File: src/rtl/fcs_pkg.sv
package fcs_pkg;
  localparam int SLOT_COUNT = 2;
  localparam int SLOT_IDX_W = 1;

  typedef enum logic [1:0] {
    CFG_BOTTOM = 2'd0,
    CFG_PROG   = 2'd1,
    CFG_TOP    = 2'd2
  } fieldCfg_e;

  typedef enum logic [1:0] {
    EVT_NONE   = 2'd0,
    EVT_TOP    = 2'd1,
    EVT_BOTTOM = 2'd2,
    EVT_OTHER  = 2'd3
  } evtKind_e;

  // control-to-datapath strobes
  typedef struct packed {
    logic                  postCommit;
    logic                  postBottom;
    logic                  clearNext;
    logic                  interlaced;
    logic [SLOT_IDX_W-1:0] dstSlot;
    logic [SLOT_IDX_W-1:0] srcSlot;
  } fcsStrobe_t;
endpackage

File: src/rtl/fcs_ctrl.sv
module fcs_ctrl
  import fcs_pkg::*;
#(
  parameter int ADDR_W = 32,
  parameter int CNT_W  = 16
) (
  input  logic              clk,
  input  logic              rstN,
  input  logic              commitReq,
  input  logic              interlaced,
  input  logic              stopReq,
  input  logic [1:0]        evtKind,
  input  logic [ADDR_W-1:0] slotBase,
  input  logic [ADDR_W-1:0] slotSize,
  input  logic [ADDR_W-1:0] curPtr,
  input  logic [ADDR_W-1:0] nextPtr,
  output fcsStrobe_t        strobe,
  output logic              busyErr,
  output logic              skipErr,
  output logic [CNT_W-1:0]  fieldCount,
  output logic              btmPending
);
  logic [SLOT_COUNT-1:0] freeVec;
  logic [SLOT_COUNT-1:0] curHit;
  logic [SLOT_IDX_W-1:0] freeIdx;
  logic [SLOT_IDX_W-1:0] curIdx;
  logic hasFree, hasCur, fieldEvt, doCommit, tryBottom;

  genvar g;
  generate
    for (g = 0; g < SLOT_COUNT; g++) begin : gSlot
      logic [ADDR_W-1:0] slotAddr;
      assign slotAddr   = slotBase + slotSize * ADDR_W'(g);
      assign freeVec[g] = (slotAddr != curPtr) && (slotAddr != nextPtr);
      assign curHit[g]  = (slotAddr == curPtr);
    end
  endgenerate

  // lowest index wins
  always_comb begin
    freeIdx = '0;
    curIdx  = '0;
    for (int i = SLOT_COUNT - 1; i >= 0; i--) begin
      if (freeVec[i]) freeIdx = SLOT_IDX_W'(i);
      if (curHit[i])  curIdx  = SLOT_IDX_W'(i);
    end
  end

  assign hasFree   = |freeVec;
  assign hasCur    = |curHit;
  assign fieldEvt  = (evtKind == EVT_TOP) || (evtKind == EVT_BOTTOM);
  assign doCommit  = !stopReq && commitReq;
  assign tryBottom = !stopReq && !commitReq && fieldEvt && btmPending;

  always_comb begin
    strobe.postCommit = doCommit && hasFree;
    strobe.postBottom = tryBottom && hasFree && hasCur;
    strobe.clearNext  = stopReq;
    strobe.interlaced = interlaced;
    strobe.dstSlot    = freeIdx;
    strobe.srcSlot    = curIdx;
  end

  always_ff @(posedge clk) begin
    if (!rstN) begin
      busyErr    <= 1'b0;
      skipErr    <= 1'b0;
      fieldCount <= '0;
      btmPending <= 1'b0;
    end else begin
      busyErr <= doCommit && !hasFree;
      skipErr <= tryBottom && !(hasFree && hasCur);
      if (strobe.postCommit || strobe.postBottom)
        fieldCount <= fieldCount + 1'b1;
      if (stopReq)
        btmPending <= 1'b0;
      else if (strobe.postCommit)
        btmPending <= interlaced;
      else if (strobe.postBottom)
        btmPending <= 1'b0;
    end
  end
endmodule

File: src/rtl/fcs_datapath.sv
module fcs_datapath
  import fcs_pkg::*;
#(
  parameter int ADDR_W  = 32,
  parameter int PITCH_W = 16,
  parameter int DIM_W   = 12
) (
  input  logic                 clk,
  input  logic                 rstN,
  input  fcsStrobe_t           strobe,
  input  logic                 fetchPulse,
  input  logic [ADDR_W-1:0]    slotBase,
  input  logic [ADDR_W-1:0]    slotSize,
  input  logic [ADDR_W-1:0]    srcLumaAddr,
  input  logic [ADDR_W-1:0]    srcChromaAddr,
  input  logic [PITCH_W-1:0]   srcLumaPitch,
  input  logic [PITCH_W-1:0]   srcChromaPitch,
  input  logic [DIM_W-1:0]     srcHeight,
  output logic [ADDR_W-1:0]    curPtr,
  output logic [ADDR_W-1:0]    nextPtr,
  output logic                 wrValid,
  output logic                 wrSlot,
  output logic [1:0]           wrCfg,
  output logic [ADDR_W-1:0]    wrLumaAddr,
  output logic [ADDR_W-1:0]    wrChromaAddr,
  output logic [PITCH_W:0]     wrLumaPitch,
  output logic [PITCH_W:0]     wrChromaPitch,
  output logic [DIM_W-1:0]     wrHeight
);
  localparam int SP_W = PITCH_W + 1;

  // per-slot copy of the fields a bottom build needs
  logic [ADDR_W-1:0] shLuma   [SLOT_COUNT];
  logic [ADDR_W-1:0] shChroma [SLOT_COUNT];
  logic [SP_W-1:0]   shLumaP  [SLOT_COUNT];
  logic [SP_W-1:0]   shChromaP[SLOT_COUNT];
  logic [DIM_W-1:0]  shHeight [SLOT_COUNT];

  logic [ADDR_W-1:0] newLuma, newChroma, dstAddr;
  logic [SP_W-1:0]   newLumaP, newChromaP;
  logic [DIM_W-1:0]  newHeight;
  logic [1:0]        newCfg;
  logic              doPost;

  assign doPost  = strobe.postCommit || strobe.postBottom;
  assign dstAddr = slotBase + (strobe.dstSlot[0] ? slotSize : '0);

  always_comb begin
    if (strobe.postCommit) begin
      newLuma   = srcLumaAddr;
      newChroma = srcChromaAddr;
      if (strobe.interlaced) begin
        newCfg     = CFG_TOP;
        newLumaP   = {srcLumaPitch, 1'b0};
        newChromaP = {srcChromaPitch, 1'b0};
        newHeight  = srcHeight >> 1;
      end else begin
        newCfg     = CFG_PROG;
        newLumaP   = {1'b0, srcLumaPitch};
        newChromaP = {1'b0, srcChromaPitch};
        newHeight  = srcHeight;
      end
    end else begin
      newCfg     = CFG_BOTTOM;
      newLumaP   = shLumaP[strobe.srcSlot];
      newChromaP = shChromaP[strobe.srcSlot];
      newHeight  = shHeight[strobe.srcSlot];
      newLuma    = shLuma[strobe.srcSlot]   + ADDR_W'(shLumaP[strobe.srcSlot] >> 1);
      newChroma  = shChroma[strobe.srcSlot] + ADDR_W'(shChromaP[strobe.srcSlot] >> 1);
    end
  end

  always_ff @(posedge clk) begin
    if (!rstN) begin
      curPtr        <= '0;
      nextPtr       <= '0;
      wrValid       <= 1'b0;
      wrSlot        <= 1'b0;
      wrCfg         <= '0;
      wrLumaAddr    <= '0;
      wrChromaAddr  <= '0;
      wrLumaPitch   <= '0;
      wrChromaPitch <= '0;
      wrHeight      <= '0;
      for (int i = 0; i < SLOT_COUNT; i++) begin
        shLuma[i]    <= '0;
        shChroma[i]  <= '0;
        shLumaP[i]   <= '0;
        shChromaP[i] <= '0;
        shHeight[i]  <= '0;
      end
    end else begin
      wrValid <= 1'b0;
      if (fetchPulse) curPtr <= nextPtr;
      if (strobe.clearNext) begin
        nextPtr <= '0;
      end else if (doPost) begin
        nextPtr                   <= dstAddr;
        wrValid                   <= 1'b1;
        wrSlot                    <= strobe.dstSlot[0];
        wrCfg                     <= newCfg;
        wrLumaAddr                <= newLuma;
        wrChromaAddr              <= newChroma;
        wrLumaPitch               <= newLumaP;
        wrChromaPitch             <= newChromaP;
        wrHeight                  <= newHeight;
        shLuma[strobe.dstSlot]    <= newLuma;
        shChroma[strobe.dstSlot]  <= newChroma;
        shLumaP[strobe.dstSlot]   <= newLumaP;
        shChromaP[strobe.dstSlot] <= newChromaP;
        shHeight[strobe.dstSlot]  <= newHeight;
      end
    end
  end
endmodule

File: src/rtl/field_cmd_sched.sv
module field_cmd_sched
  import fcs_pkg::*;
#(
  parameter int ADDR_W  = 32,
  parameter int PITCH_W = 16,
  parameter int DIM_W   = 12,
  parameter int CNT_W   = 16
) (
  input  logic               clk,
  input  logic               rstN,
  input  logic               commitReq,
  input  logic               interlaced,
  input  logic               stopReq,
  input  logic               fetchPulse,
  input  logic [1:0]         evtKind,
  input  logic [ADDR_W-1:0]  slotBase,
  input  logic [ADDR_W-1:0]  slotSize,
  input  logic [ADDR_W-1:0]  srcLumaAddr,
  input  logic [ADDR_W-1:0]  srcChromaAddr,
  input  logic [PITCH_W-1:0] srcLumaPitch,
  input  logic [PITCH_W-1:0] srcChromaPitch,
  input  logic [DIM_W-1:0]   srcHeight,
  output logic [ADDR_W-1:0]  curPtr,
  output logic [ADDR_W-1:0]  nextPtr,
  output logic               wrValid,
  output logic               wrSlot,
  output logic [1:0]         wrCfg,
  output logic [ADDR_W-1:0]  wrLumaAddr,
  output logic [ADDR_W-1:0]  wrChromaAddr,
  output logic [PITCH_W:0]   wrLumaPitch,
  output logic [PITCH_W:0]   wrChromaPitch,
  output logic [DIM_W-1:0]   wrHeight,
  output logic               busyErr,
  output logic               skipErr,
  output logic [CNT_W-1:0]   fieldCount,
  output logic               btmPending
);
  fcsStrobe_t strobe;

  fcs_ctrl #(.ADDR_W(ADDR_W), .CNT_W(CNT_W)) uCtrl (
    .clk(clk), .rstN(rstN), .commitReq(commitReq), .interlaced(interlaced),
    .stopReq(stopReq), .evtKind(evtKind), .slotBase(slotBase),
    .slotSize(slotSize), .curPtr(curPtr), .nextPtr(nextPtr), .strobe(strobe),
    .busyErr(busyErr), .skipErr(skipErr), .fieldCount(fieldCount),
    .btmPending(btmPending)
  );

  fcs_datapath #(.ADDR_W(ADDR_W), .PITCH_W(PITCH_W), .DIM_W(DIM_W)) uData (
    .clk(clk), .rstN(rstN), .strobe(strobe), .fetchPulse(fetchPulse),
    .slotBase(slotBase), .slotSize(slotSize), .srcLumaAddr(srcLumaAddr),
    .srcChromaAddr(srcChromaAddr), .srcLumaPitch(srcLumaPitch),
    .srcChromaPitch(srcChromaPitch), .srcHeight(srcHeight),
    .curPtr(curPtr), .nextPtr(nextPtr), .wrValid(wrValid), .wrSlot(wrSlot),
    .wrCfg(wrCfg), .wrLumaAddr(wrLumaAddr), .wrChromaAddr(wrChromaAddr),
    .wrLumaPitch(wrLumaPitch), .wrChromaPitch(wrChromaPitch),
    .wrHeight(wrHeight)
  );
endmodule

File: config.mk
export PLATFORM = sky130hd
export DESIGN_NAME = field_cmd_sched
export DESIGN_NICKNAME = d
export VERILOG_FILES = /design/src/rtl/fcs_pkg.sv /design/src/rtl/fcs_ctrl.sv /design/src/rtl/fcs_datapath.sv /design/src/rtl/field_cmd_sched.sv
export SDC_FILE = /design/constraint.sdc
export NUM_CORES = 1
export LEC_CHECK = 0
export ABC_AREA = 1
export BUFFER_PORTS_ARGS = -buffer_cell sky130_fd_sc_hd__buf_2
export CAP_MARGIN = 20
export CORE_MARGIN = 5
export CORE_UTILIZATION = 30
export CTS_CLUSTER_DIAMETER = 80
export DETAILED_ROUTE_END_ITERATION = 12
export SETUP_SLACK_MARGIN = 0.4
export SYNTH_ARGS = -nofsm -noshare
export SYNTH_HDL_FRONTEND = slang
export SYNTH_SLANG_ARGS = --single-unit
File: constraint.sdc
create_clock -name clk -period 10.25 [get_ports clk]
set_clock_uncertainty 0.05 [all_clocks]
set_input_delay 2.05 -clock clk [delete_from_list [all_inputs] [get_ports clk]]
set_output_delay 2.05 -clock clk [all_outputs]
set_load 0.01 [all_outputs]
# Word level (Yosys, flattened, before mapping)
# Memories as Yosys holds them, arrays and structs flattened.
# Index checks and enable logic that the tools add are counted.
dict set report totals {
  ff_bits 197
  out_inout_bits 197
  ram_bits 220
  memories 5
}
dict set report classes {
  reduce_logical 28
  n_bitwise 2
  add_sub_neg 5
  mux 37
  n_eq_ne 8
}
# memory words width read_ports rd_clocked_by_memory_dff wr line
set mem_list {}
lappend mem_list {uData.shChroma 2 32 1 0 2 fcs_datapath.sv:34} ;# logic [ADDR_W-1:0] shChroma [SLOT_COUNT];
lappend mem_list {uData.shLuma 2 32 1 0 2 fcs_datapath.sv:33} ;# logic [ADDR_W-1:0] shLuma [SLOT_COUNT];
lappend mem_list {uData.shChromaP 2 17 1 0 2 fcs_datapath.sv:36} ;# logic [SP_W-1:0] shChromaP[SLOT_COUNT];
lappend mem_list {uData.shLumaP 2 17 1 0 2 fcs_datapath.sv:35} ;# logic [SP_W-1:0] shLumaP [SLOT_COUNT];
lappend mem_list {uData.shHeight 2 12 1 0 2 fcs_datapath.sv:37} ;# logic [DIM_W-1:0] shHeight [SLOT_COUNT];
# op n
set ops {}
lappend ops {{$mux W32} 5}
lappend ops {{$ne A32 B32 Y1} 4}
lappend ops {{$mux W17} 6}
lappend ops {{$add A32 B16 Y32} 2}
lappend ops {{$add A32 B32 Y32} 2}
lappend ops {{$eq A32 B32 Y1} 2}
lappend ops {{$reduce_or A32 Y1} 2}
lappend ops {{$mux W12} 3}
lappend ops {{$reduce_or A17 Y1} 2}
lappend ops {{$mux W1} 21}
lappend ops {{$add A16 B1 Y16 const B} 1}
lappend ops {{$logic_and A1 B1 Y1} 12}
lappend ops {{$reduce_or A12 Y1} 1}
lappend ops {{$reduce_or A2 Y1} 3}
lappend ops {{$logic_not A1 Y1} 4}
lappend ops {{$mux W2} 2}
lappend ops {{$eq A2 B1 Y1 const B} 1}
lappend ops {{$eq A2 B2 Y1 const B} 1}
lappend ops {{$logic_or A1 B1 Y1} 2}
lappend ops {{$not A1 Y1} 2}
lappend ops {{$reduce_and A2 Y1} 1}
lappend ops {{$reduce_bool A2 Y1} 1}

# Longest topological paths before layout
# Gate-level depths: netlist of the first run.
dict set report depth {
  ltp_word 13
  depth_mapped 46
  mapped_depth_nobuf 44
}

# Hierarchy
# Synthesis of the first run repeated with hierarchy kept, for this count alone.
dict set report hier_totals {
  hier_cells 4407
  hier_area_um2 29294.3
}
# mod instances area_each_um2 seq_area_each_um2 cells_per_inst
set modules_own_cells {}
lappend modules_own_cells {fcs_datapath 1 23067.1 10169.8 3229}
lappend modules_own_cells {fcs_ctrl 1 6227.2 380.4 1178}

# Worst setup path before layout of the first run
# No wires, ideal clock.
dict set report synth_timing {
  kind {in2reg}
  startpoint {in slotBase[0]}
  endpoint {mem uData.shChromaP[1][0] (netlist name), enable pin}
  slack_ns 2.305
  stages 26
  setup_time_ns 0.995
  path_buffers 2
  arrival_ns 6.900
  required_ns 9.205
  cell_sequence {ha_1 inv_1 fa_1 inv_1 nand2_1 nand2_1 nand3_1 nand2_2 nand2_4 nand2_4 nand2_1 nand3_1 nand2_1 xor2_1 nor4b_1 nand4_1 nand2_1 nand2_1 nand2_2 nand2_1 inv_2 nor3_1 inv_1 buf_2 buf_2 nand2_1}
}
# item line
set synth_rtl {}
lappend synth_rtl {{start, declared} field_cmd_sched.sv:16} ;# input logic [ADDR_W-1:0] slotBase,
lappend synth_rtl {{end, declared} fcs_datapath.sv:36}

# Worst setup path after layout of the first run
dict set report layout_timing {
  startpoint {in slotBase[0]}
  endpoint {reg uData.nextPtr[31]}
}
dict set report layout_via {
  elab_chain_cells 7
}
# item line
set layout_rtl {}
lappend layout_rtl {{$add A32 B32 Y32} fcs_ctrl.sv:33} ;# assign slotAddr = slotBase + slotSize * ADDR_W'(g);
lappend layout_rtl {{$ne A32 B32 Y1} fcs_ctrl.sv:34} ;# assign freeVec[g] = (slotAddr != curPtr) && (slotAddr != nextPtr);
lappend layout_rtl {{$logic_and A1 B1 Y1} fcs_ctrl.sv:34}
lappend layout_rtl {{$mux W1 / $reduce_or A2 Y1 (equally long branches)} {fcs_ctrl.sv:44, fcs_ctrl.sv:49}}
lappend layout_rtl {{$mux W1 / $logic_and A1 B1 Y1 (equally long branches)} {fcs_ctrl.sv:44, fcs_ctrl.sv:57}}
lappend layout_rtl {{$mux W32 / $logic_and A1 B1 Y1 (equally long branches)} {fcs_datapath.sv:46, fcs_ctrl.sv:57}}
lappend layout_rtl {{$add A32 B32 Y32 / $logic_or A1 B1 Y1 (equally long branches)} {fcs_datapath.sv:46, fcs_datapath.sv:45}}
lappend layout_rtl {{end signal, assigned} fcs_datapath.sv:98} ;# nextPtr <= dstAddr;
lappend layout_rtl {{end, declared} fcs_datapath.sv:20} ;# output logic [ADDR_W-1:0] nextPtr,
# Parallel ways exist; a longest one is shown, timed or not.
# A chain may end at the register's enable or synchronous reset.

==> Implementation_results.wiki, run 1 <==
{| class="wikitable"
! Metric !! Value
|-
| Relative max-transition margin || 30.4%
|-
| Critical-path top delay cell || sky130_fd_sc_hd__o21ai_0
|-
| Setup repair after global routing missed its margin || false
|-
| Combined area of all synthesized cells || about 0.028 mm2
|-
| Warnings, synthesis || 0
|-
| Hold crit path type || flip-flop to flip-flop
|-
| Initial antenna violation count || 6
|-
| Data required time of the worst path || approximately 11 ns
|-
| Width of the die || between 300 and 400 um
|-
| Number of standard cells after synthesis || 3900
|-
| Buffers inserted by post-CTS timing repair || 0
|-
| Number of buffer cells added on primary ports || 376
|-
| Pin count of the biggest net entering global routing || between 90 and 100
|-
| Number of detailed-route iterations in the first pass || 6
|-
| Layout filler cell count || between 9000 and 10000
|-
| Via count normalized by instance count || roughly 5
|-
| Dpl cells || ~5400
|-
| Global-route wire length before repair || about 160000 um
|-
| Logic pwr share || between 10% and 20%
|-
| Layout net count || about 4500
|-
| Transition time of the tightest slew-check pin || between 1 and 1.5 ns
|-
| Switching fraction of total power || 31.1%
|-
| Count of cells along the worst register-to-register path || 26
|-
| Total die area || between 0.09 and 0.1 mm2
|-
| Number of DRC markers in iteration 0 || about 2500
|-
| Critical Path Max Stage Delay || between 0.5 and 0.6 ns
|-
| Total negative slack for setup checks || 0 ns
|-
| Clock buffers created by TritonCTS || 54
|-
| Nature of the critical path startpoint || primary input
|-
| Status || complete, no violations
|-
| Final cell utilization of the core || a little over a third
|-
| Commonest non-fill, non-tap cell in the layout || sky130_fd_sc_hd__nand2_1
|-
| Cell occurring most often along the worst timing path || sky130_fd_sc_hd__nand2_1
|-
| Number of global-route vias before repair || approximately 26000
|-
| TritonCTS clock tree || yes
|-
| Gr usage total || 21.5%
|-
| Height of the die || between 300 and 400 um
|-
| Sequential cell area || 0.0106 mm2
|-
| Critical Path AT || about 9.5 ns
|-
| Post-synth top flop || sky130_fd_sc_hd__edfxtp_1
|-
| Worst min-delay path startpoint || uCtrl.fieldCount[15]
|-
| Number of nets with antenna violations after routing || 0
|-
| Final RePlAce weighted congestion || about 1.0
|-
| Sequential share of power || about two fifths
|-
| Synth Net Count || 4175
|-
| Maximum clock frequency || about 0.11 GHz
|-
| Library cells used by synthesis || 59
|-
| Fraction of the yosys area taken by sequential cells || 38.3%
|-
| Remaining global-route overflow || 0
|-
| Maximum ir drop on the vdd rail || about 0.14 mV
|-
| Total vias in the final route || roughly 27000
|-
| Share of flip-flops with an asynchronous set or reset after synthesis || 0%
|-
| Register clock-pin slew on the reported worst setup and hold paths || about 0.060 ns
|-
| Setup slack after layout || 1.24 ns
|-
| Sum of net half-perimeters after detailed placement || between 80000 and 90000 um
|-
| Number of rows in the core area || between 100 and 150
|-
| Core Box Area || 0.0914 mm2
|-
| Root buffer selected by CTS || sky130_fd_sc_hd__clkbuf_16
|-
| Final cell count without fillers || ~5500
|-
| Layout-stage area growth over the synthesis result || 18.1%
|-
| Num ports || ~380
|-
| Worst R2R End || uData.nextPtr[30]
|-
| Register-to-Register Setup Slack || approximately 3.3 ns
|-
| Endpoints failing setup || 0
|-
| Largest fanout on the critical path || 19
|-
| Total number of clock tree sinks || between 400 and 500
|-
| PD cells || ~150 mW/mm2
|-
| Hold-fix buffers at CTS || 0
|-
| Hold Vio Cnt, Final || 0
|-
| Net switching power || 1540 uW
|-
| Flop and latch count out of synthesis || 417
|-
| Kind of critical path || primary input to flip-flop
|-
| Residual DRC || 0
|-
| Worst setup slack before clock tree synthesis || around 0.87 ns
|-
| Routed wirelength normalized by instance count || just over 20 um
|-
| Number of synthesized flops with an enable pin || 220
|-
| Fraction of final layout cells with drive strength greater than 1 || about 16%
|-
| Final Slew Violations || 0
|-
| Leakage power summed over all cells || ~0.016 uW
|-
| Most frequent cells in the layout || sky130_fd_sc_hd__nand2_1, sky130_fd_sc_hd__inv_1, sky130_fd_sc_hd__nor2_1, sky130_fd_sc_hd__buf_2, sky130_fd_sc_hd__nand3_1
|-
| Gates resized, CTS repair || 0
|-
| Post-route clock period utilization || 87.9%
|-
| Average cell area after synthesis || between 7 and 8 um2
|-
| Critical Path End Type || flip-flop
|-
| Post-layout min period || around 9 ns
|-
| # Max-Cap Violations || 0
|-
| Internal power consumption || about 3400 uW
|-
| Effective utilization at floorplan || 30.2%
|-
| CTS H-Tree Depth || 2
|-
| Combined area of the multi-input logic cells || about 0.014 mm2
|-
| Instance count along the most critical hold path || 1
|-
| R2R Path Start || uData.nextPtr[30]
|-
| Insertion delay of the later-clocked pin in the worst-skew pair || around 0.65 ns
|-
| Final wirelength || 110000 um
|-
| Hold Path Sink || uCtrl.fieldCount[15]
|-
| Clock power share || between 40 and 50%
|-
| Maximum root-to-sink buffer count || 3
|}
[critical path, delay by kind of cell]
family	cells	cell delay [ns]
compound gates	12	3.05
xor+xnor	1	0.17
fa+ha+maj	3	0.99
buf+inv	7	0.86
simple gates	17	2.37
[metal layers]
metal  vias to the layer above  global-route usage, %  wire length (um)
li1                      13300                      -                 -
met1                     12800                   30.0             48800
met2                      1036                   34.1             48300
met3                       193                   4.36              9050
met4                         4                   6.08              3580
met5                         -                      0                22
[kinds of logic after synthesis]
logic type                 count (synthesis)  synth area share [%]
adders and majority gates                 95                  4.42
muxes                                      8                 0.291
xor gates and xnor gates                 112                  3.66
DFF                                      417                  38.3
and+or+nand+nor                         1963                  30.7
AOI/OAI and AO/OA                        600                  12.6
buffers and inverters                    705                  9.99
[sequential cells by signal, indices dropped and copies added, names as in the netlist, 17 cells and up]
| name | flops |
|---|---|
| uData.nextPtr | 32 |
| uData.wrChromaAddr | 32 |
| uData.wrChromaPitch | 17 |
| uData.curPtr | 32 |
| uData.shChromaP | 34 |
| uData.shLuma | 64 |
| uData.shChroma | 64 |
| uData.wrLumaPitch | 17 |
| uData.wrLumaAddr | 32 |
| uData.shLumaP | 34 |
| uData.shHeight | 24 |
[cell usage after synthesis (all sizes together) (9+ instances only)]
| master | count | area [um2] |
|---|---|---|
| buf | 51 | 299 |
| o221ai | 42 | 368 |
| clkbuf | 88 | 330 |
| nand3b | 16 | 120 |
| nand3 | 269 | 1410 |
| edfxtp | 220 | 6610 |
| o21ai | 233 | 1230 |
| a21boi | 11 | 82.6 |
| o211ai | 22 | 165 |
| dfxtp | 197 | 3940 |
| o21bai | 14 | 109 |
| nand4 | 57 | 372 |
| nor2 | 501 | 1990 |
| o2111ai | 9 | 78.8 |
| or2 | 35 | 219 |
| nand2 | 1029 | 4000 |
| a21oi | 237 | 1220 |
| xnor2 | 63 | 552 |
| a211oi | 13 | 97.6 |
| ha | 91 | 1140 |
| nor3 | 30 | 170 |
| xor2 | 47 | 412 |
| nor4 | 11 | 68.8 |
| inv | 561 | 2110 |
[layout make-up]
type | instances | share of cell area (%)
Sequential cell | 417 | 32.4
Clock buffer | 74 | 4.67
Clock inverter | 27 | 1.34
Antenna cell | 3 | 0.0231
Multi-Input combinational cell | 2778 | 43.9
Tap cell | 1186 | 4.56
Inverter | 566 | 6.53
Timing Repair Buffer | 406 | 6.56
[worst max-delay path by stage]
stage | startpoint | to | depth (start not counted) | slack [ns]
6_report | slotBase[0] | uData.nextPtr[31] | 40 | 1.24
5_1_grt | slotBase[0] | uData.nextPtr[31] | 45 | 0.57
4_1_cts | slotBase[0] | uData.nextPtr[31] | 40 | 1.54
3_3_place_gp | slotBase[0] | uData.nextPtr[31] | 40 | 0.87
3_5_place_dp | slotBase[0] | uData.nextPtr[31] | 45 | 0.87
2_1_floorplan | slotBase[0] | uData.shChromaP[1][0] | 26 | 2.30
[power by group through the flow]
stage	clock, uW	combinational, uW	sequential (uW)
3_5_place_dp	0	957	1930
2_1_floorplan	0	597	1940
4_1_cts	2140	963	1900
5_1_grt	2200	1070	1910
6_report	2090	971	1900
3_3_place_gp	0	956	1930
[metrics by stage]
stage | instance area [um2] | total power [uW] | hold WS, ns
finish | 32600 | 4960 | 0.400
global route | 32600 | 5170 | 0.435
CTS | 32500 | 5000 | 0.400
detailed placement | 30600 | 2890 | 0.391
global placement | 30600 | 2890 | 0.381
floorplan | 27600 | 2530 | 0.423
Power figures use the tool's default switching activity.
==> run 2: changes to the inputs <==
--- a/config.mk
+++ b/config.mk
@@ -8,11 +8,11 @@
 export ABC_AREA = 1
 export BUFFER_PORTS_ARGS = -buffer_cell sky130_fd_sc_hd__buf_2
 export CAP_MARGIN = 20
-export CORE_MARGIN = 5
+export CORE_ASPECT_RATIO = 0.75
+export CORE_MARGIN = 2
 export CORE_UTILIZATION = 30
 export CTS_CLUSTER_DIAMETER = 80
 export DETAILED_ROUTE_END_ITERATION = 12
-export SETUP_SLACK_MARGIN = 0.4
 export SYNTH_ARGS = -nofsm -noshare
 export SYNTH_HDL_FRONTEND = slang
 export SYNTH_SLANG_ARGS = --single-unit
==> run 2 against run 1 <==
Effect of this change: clock-buffer cell count decreased by 1; total power decreased by 4.1%; sequential share of layout area increased by 0.16 points; cell count increased by 0.66%; clock power decreased by 9.6%; maximum frequency decreased by 1.0%; critical path depth increased by 1; hold slack improved by 0.0088 ns; via count decreased by 0.87%; non-clock buffer count increased by 1; largest cell class unchanged.
==> Implementation_results.wiki, run 2 (same netlist as run 1, synthesis figures left out) <==
{| class="wikitable"
! Metric !! Value
|-
| Post-route clock period utilization || 88.9% (+0.93 points)
|-
| Final RePlAce weighted congestion || 0.975 (-2.6%)
|-
| Data required time of the worst path || 10.75 ns (+0.03 ns)
|-
| Register clock-pin slew on the reported worst setup and hold paths || 0.06 ns (about the same)
|-
| Maximum clock frequency || 0.110 GHz (-1.0%)
|-
| Hold crit path type || flip-flop to flip-flop
|-
| Critical-path top delay cell || sky130_fd_sc_hd__nand3_1
|-
| Largest fanout on the critical path || 7 (-12)
|-
| Residual DRC || 0 (unchanged)
|-
| Nature of the critical path startpoint || primary input
|-
| Setup repair after global routing missed its margin || false
|-
| Number of DRC markers in iteration 0 || 2421 (-3.2%)
|-
| Leakage power summed over all cells || 0.0159 uW (-0.51%)
|-
| Layout filler cell count || 9901 (+2.0%)
|-
| Final wirelength || 107000 um (-2.9%)
|-
| Gates resized, CTS repair || 0 (unchanged)
|-
| Pin count of the biggest net entering global routing || 101 (+11%)
|-
| Global-route wire length before repair || 156000 um (-3.6%)
|-
| Final cell count without fillers || 5493 (+0.66%)
|-
| Remaining global-route overflow || 0 (unchanged)
|-
| Number of global-route vias before repair || 24300 (-4.7%)
|-
| Total vias in the final route || 27100 (-0.87%)
|-
| Fraction of final layout cells with drive strength greater than 1 || 15.8% (+0.12 points)
|-
| Total number of clock tree sinks || 417 (unchanged)
|-
| Cell occurring most often along the worst timing path || sky130_fd_sc_hd__nand2_1
|-
| Logic pwr share || 20.5% (+0.9 points)
|-
| Hold-fix buffers at CTS || 0 (unchanged)
|-
| Switching fraction of total power || 32.3% (+1.3 points)
|-
| Hold Vio Cnt, Final || 0 (unchanged)
|-
| Clock power share || 39.7% (-2.4 points)
|-
| Sequential share of power || 39.8% (+1.5 points)
|-
| # Max-Cap Violations || 0 (unchanged)
|-
| Commonest non-fill, non-tap cell in the layout || sky130_fd_sc_hd__nand2_1
|-
| Critical Path End Type || flip-flop
|-
| Buffers inserted by post-CTS timing repair || 0 (unchanged)
|-
| Post-layout min period || 9.11 ns (+0.0957 ns)
|-
| Number of detailed-route iterations in the first pass || 6 (unchanged)
|-
| Most frequent cells in the layout || sky130_fd_sc_hd__nand2_1, sky130_fd_sc_hd__inv_1, sky130_fd_sc_hd__nor2_1, sky130_fd_sc_hd__buf_2, sky130_fd_sc_hd__nand3_1
|-
| Height of the die || 266 um (-15%)
|-
| Status || complete, no violations
|-
| Sum of net half-perimeters after detailed placement || 80400 um (-3.4%)
|-
| Insertion delay of the later-clocked pin in the worst-skew pair || 0.64 ns (about the same)
|-
| Kind of critical path || primary input to flip-flop
|-
| Routed wirelength normalized by instance count || 19.4 um (-3.6%)
|-
| Maximum root-to-sink buffer count || 3 (unchanged)
|-
| TritonCTS clock tree || yes
|-
| Layout net count || 4497 (-0.022%)
|-
| Number of nets with antenna violations after routing || 0 (unchanged)
|-
| Number of buffer cells added on primary ports || 376 (unchanged)
|-
| Clock buffers created by TritonCTS || 52 (-3.7%)
|-
| Width of the die || 354 um (+13%)
|-
| Core Box Area || 0.0913 mm2 (-0.11%)
|-
| Transition time of the tightest slew-check pin || 0.998 ns (-0.0458 ns)
|-
| CTS H-Tree Depth || 2 (unchanged)
|-
| Net switching power || 1540 uW (-0.18%)
|-
| Total negative slack for setup checks || 0 ns (unchanged)
|-
| Endpoints failing setup || 0 (unchanged)
|-
| Critical Path AT || 9.61 ns (+0.12 ns)
|-
| Registers with the most flip-flops || uData.shChroma: 64 flops, uData.shLuma: 64 flops
|-
| Worst slack on hold paths || 0.409 ns (+0.00882 ns)
|-
| Final Slew Violations || 0 (unchanged)
|-
| Num ports || 377 (unchanged)
|-
| Effective utilization at floorplan || 30.2% (+0.032 points)
|-
| Root buffer selected by CTS || sky130_fd_sc_hd__clkbuf_16
|-
| Final cell utilization of the core || 35.5% (-0.13 points)
|-
| Dpl cells || 5393 (+0.75%)
|-
| Gr usage total || 21.8% (+0.30 points)
|-
| Initial antenna violation count || 3 (-3)
|-
| Internal power consumption || 3220 uW (-5.8%)
|-
| Critical Path Max Stage Delay || 0.48 ns (-0.06 ns)
|-
| Post-route total power || 4760 uW (-4.1%)
|-
| Via count normalized by instance count || 4.94 (-1.5%)
|-
| Total die area || 0.0943 mm2 (-3.8%)
|-
| Maximum ir drop on the vdd rail || 0.112 mV (-17%)
|-
| Number of rows in the core area || 96 (-14%)
|-
| Relative max-transition margin || 33.4% (+3.1 points)
|-
| PD cells || 147 mW/mm2 (-3.6%)
|-
| Layout-stage area growth over the synthesis result || 17.6%
|}
## run 2: power by group through the flow
stage / combinational [uW] / clock (uW) / sequential (uW)
2_1_floorplan: 597 / 0 / 1940
3_3_place_gp: 953 / 0 / 1930
3_5_place_dp: 954 / 0 / 1930
4_1_cts: 960 / 1940 / 1890
5_1_grt: 1080 / 2000 / 1900
6_report: 973 / 1890 / 1890
## run 2: metrics by stage
stage	area (um2)	setup WS, ns
after global placement	30600	0.782
after global routing	32400	0.436
final	32400	1.14
after floorplan	27600	2.30
after CTS	32400	1.34
after detailed placement	30600	0.691
## run 2: per-layer routing
metal	track usage [%]	routed length, um	vias to the layer above
met1	34.1	53700	12700
li1	-	-	13400
met2	31.0	42900	939
met4	4.29	1840	2
met3	3.63	8130	104
met5	0	13	-
## run 2: critical path: cells and delay by family
kind	cells	cell delay, ns
adders and majority gates	4	1.34
buffers and inverters	5	0.46
and+or+nand+nor	20	2.89
AOI/OAI and AO/OA	12	2.86
## run 2: path summary, 6_finish.rpt
kind,startpoint,cells after the start,endpoint,slack [ns]
max reg2reg,uData.curPtr[8],26,uData.nextPtr[30],2.74
min reg2reg,uCtrl.fieldCount[15],1,uCtrl.fieldCount[15],0.41
max,slotBase[0],41,uData.nextPtr[30],1.14
min,uCtrl.fieldCount[15],1,uCtrl.fieldCount[15],0.41
## run 2: layout make-up
class / count / area [um2] / area share [%]
diodes: 2 / 5.00 / 0.0154
multi-input cells: 2778 / 14300 / 44.1
clock buffers: 73 / 1520 / 4.70
clock inverters: 25 / 235 / 0.726
inverters: 566 / 2130 / 6.56
flip-flops and latches: 417 / 10600 / 32.6
well taps: 1225 / 1530 / 4.73
repair buffers: 407 / 2130 / 6.57
